## config.mk

```make
export PLATFORM = sky130hd
export DESIGN_NAME = usq_sequencer
export DESIGN_NICKNAME = d
export VERILOG_FILES = /design/src/rtl/usq_pkg.sv /design/src/rtl/usq_store.sv /design/src/rtl/usq_cond.sv /design/src/rtl/usq_next.sv /design/src/rtl/usq_sequencer.sv
export SDC_FILE = /design/constraint.sdc
export NUM_CORES = 1
export LEC_CHECK = 0
export ABC_CLOCK_PERIOD_IN_PS = 4750
export BUFFER_PORTS_ARGS = -buffer_cell sky130_fd_sc_hd__buf_2
export CORE_MARGIN = 5
export CORE_UTILIZATION = 50
export CTS_CLUSTER_DIAMETER = 200
export DETAILED_ROUTE_END_ITERATION = 10
export PLACE_DENSITY = 0.77
export SLEW_MARGIN = 40
export SYNTH_ARGS = -nofsm -noshare
export SYNTH_HDL_FRONTEND = slang
export SYNTH_SLANG_ARGS = --single-unit
```

## constraint.sdc

```tcl
create_clock -name clk -period 4.75 [get_ports clk]
set_clock_uncertainty 0.2 [all_clocks]
set_input_delay 0 -clock clk [delete_from_list [all_inputs] [get_ports clk]]
set_output_delay 0 -clock clk [all_outputs]
set_load 0.02 [all_outputs]
```

## src/rtl/usq_pkg.sv

```systemverilog
package usq_pkg;
  typedef enum logic {FMT_CTRL = 1'b0, FMT_BRANCH = 1'b1} ufmt_e;
  localparam int unsigned COND_SEL_W = 2;
endpackage

```

## src/rtl/usq_store.sv

```systemverilog
module usq_store #(
  parameter int unsigned AW  = 5,
  parameter int unsigned CW  = 8,
  parameter int unsigned OPW = 2,
  parameter int unsigned SW  = 2,
  parameter int unsigned WW  = 10
) (
  input  logic [AW-1:0] addr_i,
  output logic [WW-1:0] word_o
);
  localparam int unsigned DEPTH = 1 << AW;
  localparam int unsigned BASE  = 1 << (AW - 1);
  localparam int unsigned SLOT  = 1 << (AW - 1 - OPW);

  function automatic logic [WW-1:0] mk_ctrl(input logic disp, input int unsigned c);
    logic [WW-1:0] w;
    w = '0;
    w[WW-1]   = usq_pkg::FMT_CTRL;
    w[CW]     = disp;
    w[CW-1:0] = CW'(c);
    return w;
  endfunction

  function automatic logic [WW-1:0] mk_br(input int unsigned sel, input logic inv,
                                          input int unsigned tgt);
    logic [WW-1:0] w;
    w = '0;
    w[WW-1]         = usq_pkg::FMT_BRANCH;
    w[AW+SW]        = inv;
    w[AW+SW-1:AW]   = SW'(sel);
    w[AW-1:0]       = AW'(tgt);
    return w;
  endfunction

  function automatic logic [WW-1:0] word_at(input int unsigned a);
    int unsigned k;
    int unsigned j;
    if (a < 4) return mk_ctrl(a == 3, a + 1);
    if (a < BASE) return mk_br(0, 1'b0, 0);
    k = (a - BASE) / SLOT;
    j = (a - BASE) % SLOT;
    case (j)
      0:       return mk_br(k, 1'b0, a + 2);
      1:       return mk_ctrl(1'b0, 32'h20 | k);
      2:       return mk_ctrl(1'b0, 32'h40 | k);
      default: return mk_br(k, 1'b1, 0);
    endcase
  endfunction

  logic [WW-1:0] rom [DEPTH];

  for (genvar gi = 0; gi < DEPTH; gi++) begin : g_rom
    assign rom[gi] = word_at(gi);
  end

  assign word_o = rom[addr_i];
endmodule

```

## src/rtl/usq_cond.sv

```systemverilog
module usq_cond #(
  parameter int unsigned SW = 2
) (
  input  logic [(1<<SW)-2:0] flags_i,
  input  logic [SW-1:0]      sel_i,
  input  logic               inv_i,
  output logic               taken_o
);
  localparam int unsigned NSRC = 1 << SW;
  logic [NSRC-1:0] srcs;

  assign srcs    = {flags_i, 1'b1};
  assign taken_o = srcs[sel_i] ^ inv_i;
endmodule

```

## src/rtl/usq_next.sv

```systemverilog
module usq_next #(
  parameter int unsigned AW  = 5,
  parameter int unsigned OPW = 2
) (
  input  logic           run_i,
  input  logic           start_i,
  input  logic           is_br_i,
  input  logic           disp_i,
  input  logic           taken_i,
  input  logic [AW-1:0]  pc_i,
  input  logic [AW-1:0]  tgt_i,
  input  logic [OPW-1:0] opcode_i,
  output logic [AW-1:0]  pc_d,
  output logic           run_d
);
  localparam int unsigned SHIFT = AW - 1 - OPW;
  logic [AW-1:0] entry;
  logic [AW-1:0] seq;

  assign entry = AW'(1 << (AW - 1)) | (AW'(opcode_i) << SHIFT);
  assign seq   = pc_i + 1'b1;
  assign run_d = run_i | start_i;

  always_comb begin
    if (!run_i)       pc_d = '0;
    else if (is_br_i) pc_d = taken_i ? tgt_i : seq;
    else if (disp_i)  pc_d = entry;
    else              pc_d = seq;
  end
endmodule

```

## src/rtl/usq_sequencer.sv

```systemverilog
module usq_sequencer #(
  parameter int unsigned AW  = 5,
  parameter int unsigned CW  = 8,
  parameter int unsigned OPW = 2,
  parameter int unsigned SW  = usq_pkg::COND_SEL_W,
  localparam int unsigned FW = (1 << SW) - 1,
  localparam int unsigned WW = 1 + (((CW + 1) > (AW + SW + 1)) ? (CW + 1) : (AW + SW + 1))
) (
  input  logic           clk,
  input  logic           rst_n,
  input  logic           start_i,
  input  logic [OPW-1:0] opcode_i,
  input  logic [FW-1:0]  flags_i,
  output logic [CW-1:0]  ctrl_o,
  output logic           br_cycle_o,
  output logic [AW-1:0]  upc_o
);
  import usq_pkg::*;

  logic          run_q;
  logic [AW-1:0] pc_q;
  logic [WW-1:0] cur_word;
  ufmt_e         fmt;
  logic          disp_bit;
  logic [AW-1:0] br_tgt;
  logic          taken;
  logic [AW-1:0] pc_d;
  logic          run_d;

  usq_store #(.AW(AW), .CW(CW), .OPW(OPW), .SW(SW), .WW(WW)) u_store (
    .addr_i (pc_q),
    .word_o (cur_word)
  );

  assign fmt      = ufmt_e'(cur_word[WW-1]);
  assign disp_bit = cur_word[CW];
  assign br_tgt   = cur_word[AW-1:0];

  usq_cond #(.SW(SW)) u_cond (
    .flags_i (flags_i),
    .sel_i   (cur_word[AW+SW-1:AW]),
    .inv_i   (cur_word[AW+SW]),
    .taken_o (taken)
  );

  usq_next #(.AW(AW), .OPW(OPW)) u_next (
    .run_i    (run_q),
    .start_i  (start_i),
    .is_br_i  (fmt == FMT_BRANCH),
    .disp_i   (disp_bit),
    .taken_i  (taken),
    .pc_i     (pc_q),
    .tgt_i    (br_tgt),
    .opcode_i (opcode_i),
    .pc_d     (pc_d),
    .run_d    (run_d)
  );

  always_ff @(posedge clk or negedge rst_n) begin
    if (!rst_n) begin
      run_q <= 1'b0;
      pc_q  <= '0;
    end else begin
      run_q <= run_d;
      pc_q  <= pc_d;
    end
  end

  assign upc_o      = pc_q;
  assign br_cycle_o = run_q && (fmt == FMT_BRANCH);
  assign ctrl_o     = (run_q && (fmt == FMT_CTRL)) ? cur_word[CW-1:0] : '0;
endmodule

```

==> run summary, run 1 <==
GRT Util Overall -> 16.80%
Area of the multi-input gates -> 579.3 um2
Total power -> 0.5748 mW
Critical path capture point type -> flip-flop
Row cnt -> 14
Worst Path Required -> 4.69 ns
Starting Density -> 52.10%
Share of layout cells above drive strength 1 -> 27.05%
Synth-to-layout area growth -> 21.13%
Vias/cell -> 5.855
PortBufs -> 21
Area of the mapped netlist -> 775.7 um2
Remaining Overflow, GRT -> 0
Drt drc -> 0
DP HPWL -> 1484 um
Vias in the first global route -> 755
First-pass iteration count of the detailed router -> 4
Relative slew slack -> 60.65%
Register area share after synthesis -> 19.35%
Max Cap Viol -> 0
Final RePlAce weighted congestion -> 0.8263
Die ar. -> 2439 um2
Critical path class -> flip-flop to flip-flop
Largest net degree at the start of global routing -> 17
Slew Viols, Final -> 0
RSZ-0062 raised after global routing -> no
FMAX -> 0.3405 GHz
Actual slew at the worst max-slew pin -> 0.5884 ns
EDFF count, synth -> 0
#FFs+latches synth -> 6
Min-delay worst type -> input port to flip-flop
Worst vdd ir -> 0.0003382 V
Die X -> 49.39 um
NumNets Final -> 141
Status -> finished clean
CTS Hold Buffers Added -> 4
First-pass GRT wire length -> 3291 um
CP Launch Type -> flip-flop
Post-CTS sizing -> 0
Dominant cells by area after synthesis -> dfrtp_1 (19%), ha_1 (15%), nand2_1 (4.8%)
Clk pin slew, worst setup/hold paths -> 0.05 ns
Synth Flop Type -> dfrtp_1
Post-DRT Antenna Nets -> 0
Clk buf depth -> 2
Drt total wl -> 1909 um
Setup TNS -> 0 ns
Hold Vio Cnt, Final -> 0
Clock period minus worst slack -> 2.937 ns
Root buffer cell -> clkbuf_4
Storage cell area -> 150.1 um2
H-Tree Depth -> 1
Drt wl/cell -> 13.83 um
Postcts setup bufs -> 0
Die Y-Extent -> 49.39 um
Async set-reset flop share out of synthesis -> 100.0%
Antenna violations before repair -> 0
Setup violations, final -> 0
Power Dens Cells -> 611.7 nW/um2
Final worst path period share -> 61.83%
Crit path DAT -> 2.88 ns
Diode count -> 0
Synth cell count leaders -> nand2_1 (10), nor2_1 (10), ha_1 (9)
Layout fillers -> 136
Initial DRC Count -> 20
Clock Sinks -> 6
CTS tree -> done
Leakage -> 0.4617 nW
Net count of the mapped netlist -> 115
Synth area leader -> dfrtp_1
Synth cell types -> 43
Yosys top cell area share -> 19.35%
CTS Buf Count -> 3
Average size of a mapped cell -> 7.916 um2
IO Pins -> 22
Warnings, synthesis -> 0
Synth Instances -> 98
Core ar. -> 1489 um2
Skew-Pair Late Insertion Delay -> 0.25 ns
Critical Path Fanout Max -> 10
Vias post-DR -> 808
-- per-stage QoR --
| stage | utilization [%] | setup slack, ns | hold WS (ns) | std cells | instance area [um2] |
|---|---|---|---|---|---|
| final | 63.11 | 1.813 | 0.007225 | 138 | 939.7 |
| after detailed placement | 58.91 | 1.846 | -0.3639 | 131 | 877.1 |
| after CTS | 63.11 | 1.828 | 0.004338 | 138 | 939.7 |
| after global placement | 58.91 | 1.932 | -0.3700 | 131 | 877.1 |
| after floorplan | - | 1.941 | -0.4956 | 98 | 775.7 |
| after global routing | 63.11 | 1.619 | 0.06747 | 138 | 939.7 |
-- path summary, 6_finish.rpt --
check	from	end	slack, ns	depth (start not counted)
max in group asynchronous	rst_n	upc_o[1]$_DFF_PN0_	3.61	3
worst max-delay path	upc_o[2]$_DFF_PN0_	upc_o[3]$_DFF_PN0_	1.81	8
worst min-delay path	opcode_i[0]	upc_o[2]$_DFF_PN0_	0.007	4
min in group asynchronous	rst_n	upc_o[4]$_DFF_PN0_	0.50	3
worst min register to register	run_q$_DFF_PN0_	run_q$_DFF_PN0_	0.48	1
worst max register to register	upc_o[2]$_DFF_PN0_	upc_o[3]$_DFF_PN0_	1.81	8
-- sequential cells by signal, indices dropped and copies added (netlist names) --
name and cells:
run_q 1, upc_o 5
-- kinds of logic (layout without fill, tap and decap cells) --
group           count (synthesis)  in the layout  synth area share, %
fa+ha+maj                       9              9                14.52
xor+xnor                        2              2                2.258
flops                           6              6                19.35
buf+inv                        10             34                5.966
mux                             3              3                4.677
compound gates                 25             25                24.20
simple gates                   43             43                29.04
-- power breakdown --
group	internal (mW)	switching (mW)	total, mW
Clock	0.0287	0.0197	0.0484
Sequential	0.0674	0.0408	0.108
Combinational	0.169	0.250	0.418
-- placed cells by master, fill, tap and decap left out, drive strengths merged, types with 2 or more instances in the layout --
cell type,n
inv,6
nand3,6
o21ai,7
nor3,2
ha,9
nor2b,2
nand2,11
o211ai,2
o32ai,2
mux2,2
buf,21
or2,2
a21oi,4
dlygate4sd3,4
dfrtp,6
nor2,11
a211oi,2
xor2,2
and3,2
clkbuf,3
-- critical path, stage by stage, from the launching register on --
cell,delay (ns)
dfrtp_1,0.59
inv_1,0.14
ha_1,0.29
nor2_4,0.21
nor2_1,0.07
mux2_4,0.26
a222oi_1,0.46
mux2_2,0.38
o32ai_1,0.23
-- layer usage --
metal / track usage, % / part of all wire [%]
met5: 0 / 0
met4: 8.734 / 3.1
met3: 3.976 / 6.4
met2: 26.61 / 47
met1: 20.81 / 44
-- cell type report --
class / instances / area share (%)
Multi-Input combinational cell: 82 / 61.65
Sequential cell: 6 / 15.98
Timing Repair Buffer: 25 / 15.45
Clock buffer: 3 / 2.397
Inverter: 6 / 2.397
Tap cell: 16 / 2.130
No activity file was read; power rests on OpenSTA's default activity.
==> run 2, diff against run 1 <==
Settings changed: ABC_CLOCK_PERIOD_IN_PS 4750 to 3100.
Clock period 4.75 ns to 3.1 ns, I/O delays scaled along.
==> run summary, run 2 (synthesized netlist as in run 1, its figures left out) <==
Status -> finished clean
Diode count -> 0
Worst Path Required -> 3.05 ns
Clock period minus worst slack -> 2.927 ns
Vias post-DR -> 835
Share of layout cells above drive strength 1 -> 28.23%
Gate power share -> 75.3%
Min-delay worst type -> input port to flip-flop
Relative slew slack -> 58.21%
Drt drc -> 0
H-Tree Depth -> 1
Reg2Reg Setup Slack -> 0.17 ns
Setup violations, final -> 0
Crit path DAT -> 2.87 ns
Switch Pwr -> 0.4889 mW
Critical Path Fanout Max -> 8
FMAX -> 0.3417 GHz
Setup ws final -> 0.1732 ns
Postcts setup bufs -> 0
IO Pins -> 22
Vias in the first global route -> 814
Crit path to -> upc_o[3]$_DFF_PN0_
First-pass GRT wire length -> 3484 um
Post-DRT Antenna Nets -> 0
CTS Buf Count -> 3
Setup TNS -> 0 ns
Clk pin slew, worst setup/hold paths -> 0.05 ns
Commonest non-fill, non-tap cell in the layout -> buf_2
CTS tree -> done
Clk pwr share -> 8.2%
Finished Core Util -> 64.12%
Int Power -> 0.4163 mW
Vias/cell -> 5.964
Actual slew at the worst max-slew pin -> 0.6249 ns
Clock Sinks -> 6
Slew Viols, Final -> 0
PortBufs -> 21
Die ar. -> 2439 um2
Die X -> 49.39 um
First-pass iteration count of the detailed router -> 4
CP Launch Type -> flip-flop
Initial DRC Count -> 32
Drt total wl -> 2100 um
Worst vdd ir -> 0.0005572 V
Max Cap Viol -> 0
Leakage -> 0.4722 nW
CTS Hold Buffers Added -> 4
Core ar. -> 1489 um2
Critical path capture point type -> flip-flop
Commonest cells after routing, fill and taps aside -> buf_2 (21), nand2_1 (10), nor2_1 (10)
Final worst path period share -> 94.41%
Sequential power share -> 16.6%
Largest net degree at the start of global routing -> 17
R2R Path Start -> upc_o[0]$_DFF_PN0_
Post-CTS sizing -> 0
RSZ-0062 raised after global routing -> no
Starting Density -> 52.10%
Total power -> 0.9053 mW
Antenna violations before repair -> 0
NumNets Final -> 143
Worst setup path start -> upc_o[0]$_DFF_PN0_
Worst Reg-to-Reg Cells -> 8
Sw Share -> 54.01%
Power Dens Cells -> 948.2 nW/um2
Critical path class -> flip-flop to flip-flop
DP HPWL -> 1637 um
Die Y-Extent -> 49.39 um
Drt wl/cell -> 15.00 um
Row cnt -> 14
Root buffer cell -> clkbuf_4
Clk buf depth -> 2
Final RePlAce weighted congestion -> 0.8345
Skew-Pair Late Insertion Delay -> 0.25 ns
Worst Setup Slack post-DPL -> 0.2019 ns
GRT Util Overall -> 17.66%
Remaining Overflow, GRT -> 0
Hold Vio Cnt, Final -> 0
Synth-to-layout area growth -> 23.06%
Largest register FFs -> 5
FF-to-FF End -> upc_o[3]$_DFF_PN0_
run 2: changes by cell type in the layout (fill, tap and decap cells not counted), sizes merged:
cell and delta:
buf +2
run 2: power groups by stage:
stage	combinational [mW]	sequential, mW	clock (mW)
final	0.681	0.150	0.0740
after global routing	0.746	0.156	0.0811
after CTS	0.680	0.148	0.0775
after detailed placement	0.673	0.149	0
after global placement	0.655	0.147	0
after floorplan	0.493	0.164	0
run 2: area by class of cell:
type	count	area, um2
inverter	6	22.52
clock buffer	3	22.52
fill	139	534.3
timing repair buffer	27	160.2
tap	16	20.02
multi-input combinational	82	579.3
sequential	6	150.1
run 2: metrics by stage:
step | cells | hold WS, ns | instance area, um2
2_1_floorplan | 98 | -0.4956 | 775.7
3_3_place_gp | 133 | -0.3693 | 892.1
3_5_place_dp | 133 | -0.3653 | 892.1
4_1_cts | 140 | 0.03339 | 954.7
5_1_grt | 140 | 0.07217 | 954.7
6_report | 140 | 0.06011 | 954.7
run 2: worst min-delay path by stage:
stage | endpoint | from | cells past startpoint | slack (ns)
6_report | upc_o[2]$_DFF_PN0_ | opcode_i[0] | 4 | 0.06
3_3_place_gp | upc_o[4]$_DFF_PN0_ | rst_n | 1 | -0.37
3_5_place_dp | upc_o[4]$_DFF_PN0_ | rst_n | 1 | -0.37
4_1_cts | upc_o[2]$_DFF_PN0_ | opcode_i[0] | 4 | 0.03
5_1_grt | upc_o[2]$_DFF_PN0_ | opcode_i[0] | 4 | 0.07
2_1_floorplan | run_q$_DFF_PN0_ | rst_n | 0 | -0.50
run 2: metal layers:
metal,up-vias,part of all wire (%),routed length (um),GRT usage (%)
li1,408,-,-,-
met1,391,42,881,20.96
met2,32,51,1077,30.04
met3,4,6.1,129,4.281
met4,0,0.57,12,6.987
met5,-,0,0,0
run 2: critical path, cell delays in order, from the launching register on:
cell      delay, ns
dfrtp_1        0.45
ha_1           0.28
ha_1           0.26
nor2_4         0.22
nor2_1         0.06
mux2_4         0.26
a222oi_1       0.48
mux2_2         0.39
o32ai_1        0.22
==> run 3, diff against run 2 <==
Settings changed: CORE_UTILIZATION 50 to 49, SYNTH_HIERARCHICAL set to 1.
==> run summary, run 3 <==
Post-synthesis simple-gate area fraction -> 31.50%
Register area share after synthesis -> 21.98%
Die Y-Extent -> 47.34 um
Post-DRT Antenna Nets -> 0
Synth Instances -> 71
Largest family of logic cells by synthesized area -> simple AND/OR/NAND/NOR gates
Vias in the first global route -> 572
CP peak stage delay -> 0.48 ns
Row cnt -> 13
Mux contribution to synthesized area -> 5.128%
Crit path DAT -> 2.50 ns
Status -> finished clean
Leakage -> 0.4616 nW
CP Launch Type -> flip-flop
Synth-to-layout area growth -> 27.66%
Slew Viols, Final -> 0
Skew-Pair Late Insertion Delay -> 0.24 ns
Largest register FFs -> 5
CTS Hold Buffers Added -> 5
Drt total wl -> 1610 um
Clk pin slew, worst setup/hold paths -> 0.05 ns
Post-route insts no fill -> 115
Remaining Overflow, GRT -> 0
Clk buf depth -> 2
Clock period minus worst slack -> 2.570 ns
Share of layout cells above drive strength 1 -> 36.00%
Setup ws final -> 0.5298 ns
H-Tree Depth -> 1
Power Dens Cells -> 1219 nW/um2
#FFs+latches synth -> 6
Commonest cells after routing, fill and taps aside -> buf_2 (21), and3b_1 (8), ha_1 (8)
Async set-reset flop share out of synthesis -> 100.0%
Synth cell types -> 34
First-pass GRT wire length -> 2587 um
Final RePlAce weighted congestion -> 0.7767
Worst Path Required -> 3.03 ns
FMAX -> 0.3891 GHz
CTS tree -> done
Layout fillers -> 120
Max Cap Viol -> 0
Vias/cell -> 5.530
Worst Setup Slack post-DPL -> 0.5632 ns
Core ar. -> 1318 um2
IO Pins -> 22
Setup violations, final -> 0
Adder-Cell Fraction of Synth Area -> 14.65%
Hold_ws -> 0.2870 ns
GRT Util Overall -> 16.41%
Synth Flop Type -> dfrtp_1
Root buffer cell -> clkbuf_4
Final worst path period share -> 82.91%
NumNets Final -> 118
CP Cell Sequence -> inv_1 > ha_1 > nand2b_1 > a21boi_2 > mux2i_1 > a21oi_1 > xor2_1 > buf_4 > mux2i_2 > nand2_1 > and3_1
Average size of a mapped cell -> 9.622 um2
Commonest non-fill, non-tap cell in the layout -> buf_2
Setup TNS -> 0 ns
Relative slew slack -> 70.03%
Min-delay worst type -> input port to flip-flop
Warnings, synthesis -> 6
Net count of the mapped netlist -> 87
Antenna violations before repair -> 0
Vias post-DR -> 636
Post-CTS sizing -> 0
Largest net degree at the start of global routing -> 16
EDFF count, synth -> 0
Area of the mapped netlist -> 683.2 um2
Drt wl/cell -> 14.00 um
Synth cell count leaders -> and3b_1 (8), ha_1 (8), dfrtp_1 (6)
CTS Buf Count -> 3
DP HPWL -> 1162 um
PortBufs -> 21
RSZ-0062 raised after global routing -> no
Critical Path Fanout Max -> 8
Starting Density -> 51.85%
Actual slew at the worst max-slew pin -> 0.4439 ns
Yosys top cell area share -> 21.98%
Dominant cells by area after synthesis -> dfrtp_1 (22%), ha_1 (15%), and3b_1 (10%)
First-pass iteration count of the detailed router -> 4
Diode count -> 0
Critical-path top delay cell -> dfrtp_1
Postcts setup bufs -> 0
Total power -> 1.063 mW
Die X -> 47.34 um
Compound-Gate Fraction of Synth Area -> 16.12%
Clock Sinks -> 6
Drt drc -> 0
Synth area leader -> dfrtp_1
Initial DRC Count -> 22
DP Cell Count -> 107
Worst vdd ir -> 0.0006478 V
XOR/XNOR Fraction of Synth Area -> 5.128%
Critical path class -> flip-flop to flip-flop
Die ar. -> 2241 um2
Critical path capture point type -> flip-flop
Hold Vio Cnt, Final -> 0
==> run 3: layout make-up <==
class	instances	area [um2]	area share (%)
inverter	4	15.01	1.722
tap	15	18.77	2.152
timing repair buffer	28	170.2	19.51
sequential	6	150.1	17.22
clock buffer	3	22.52	2.582
multi-input combinational	59	495.5	56.81
==> run 3: worst max-delay path: cells and delay by family (launching register included) <==
kind | cells | cell delay (ns)
adders and majority gates | 1 | 0.19
DFF | 1 | 0.48
xor gates and xnor gates | 1 | 0.16
AOI/OAI and AO/OA | 2 | 0.27
buffers and inverters | 2 | 0.31
muxes | 2 | 0.44
and+or+nand+nor | 3 | 0.39
==> run 3: final timing paths <==
check | slack, ns | cells past startpoint | start | to
hold / removal | 0.29 | 3 | start_i | run_q$_DFF_PN0_
setup reg to reg | 0.53 | 11 | upc_o[1]$_DFF_PN0_ | upc_o[2]$_DFF_PN0_
max in group asynchronous | 2.00 | 3 | rst_n | upc_o[2]$_DFF_PN0_
min in group asynchronous | 0.49 | 3 | rst_n | upc_o[0]$_DFF_PN0_
hold reg to reg | 0.52 | 1 | run_q$_DFF_PN0_ | upc_o[1]$_DFF_PN0_
setup / recovery | 0.53 | 11 | upc_o[1]$_DFF_PN0_ | upc_o[2]$_DFF_PN0_
==> run 3: logic make-up (layout without fill, tap and decap cells) <==
kind of cell / count (synthesis) / in the layout
DFF: 6 / 6
xor gates and xnor gates: 4 / 4
buffers and inverters: 6 / 35
adders and majority gates: 8 / 8
AOI/OAI and AO/OA: 14 / 14
muxes: 3 / 3
and+or+nand+nor: 30 / 30
==> run 3: metal layers <==
layer	GRT usage [%]	up-vias	share of wire [%]
met4	3.315	0	0
met5	0	-	0
li1	-	319	-
met1	23.62	296	48
met3	3.831	0	4.5
met2	24.87	21	48
==> run 3: per-stage QoR <==
stage	instance area (um2)	util (%)
floorplan	683.2	-
global placement	799.5	60.68
detailed placement	799.5	60.68
CTS	872.1	66.19
global route	872.1	66.19
finish	872.1	66.19
==> run 3: report_power, final <==
part,internal (mW),switching [mW]
clock,0.0437,0.0275
sequential,0.116,0.0930
combinational,0.361,0.421
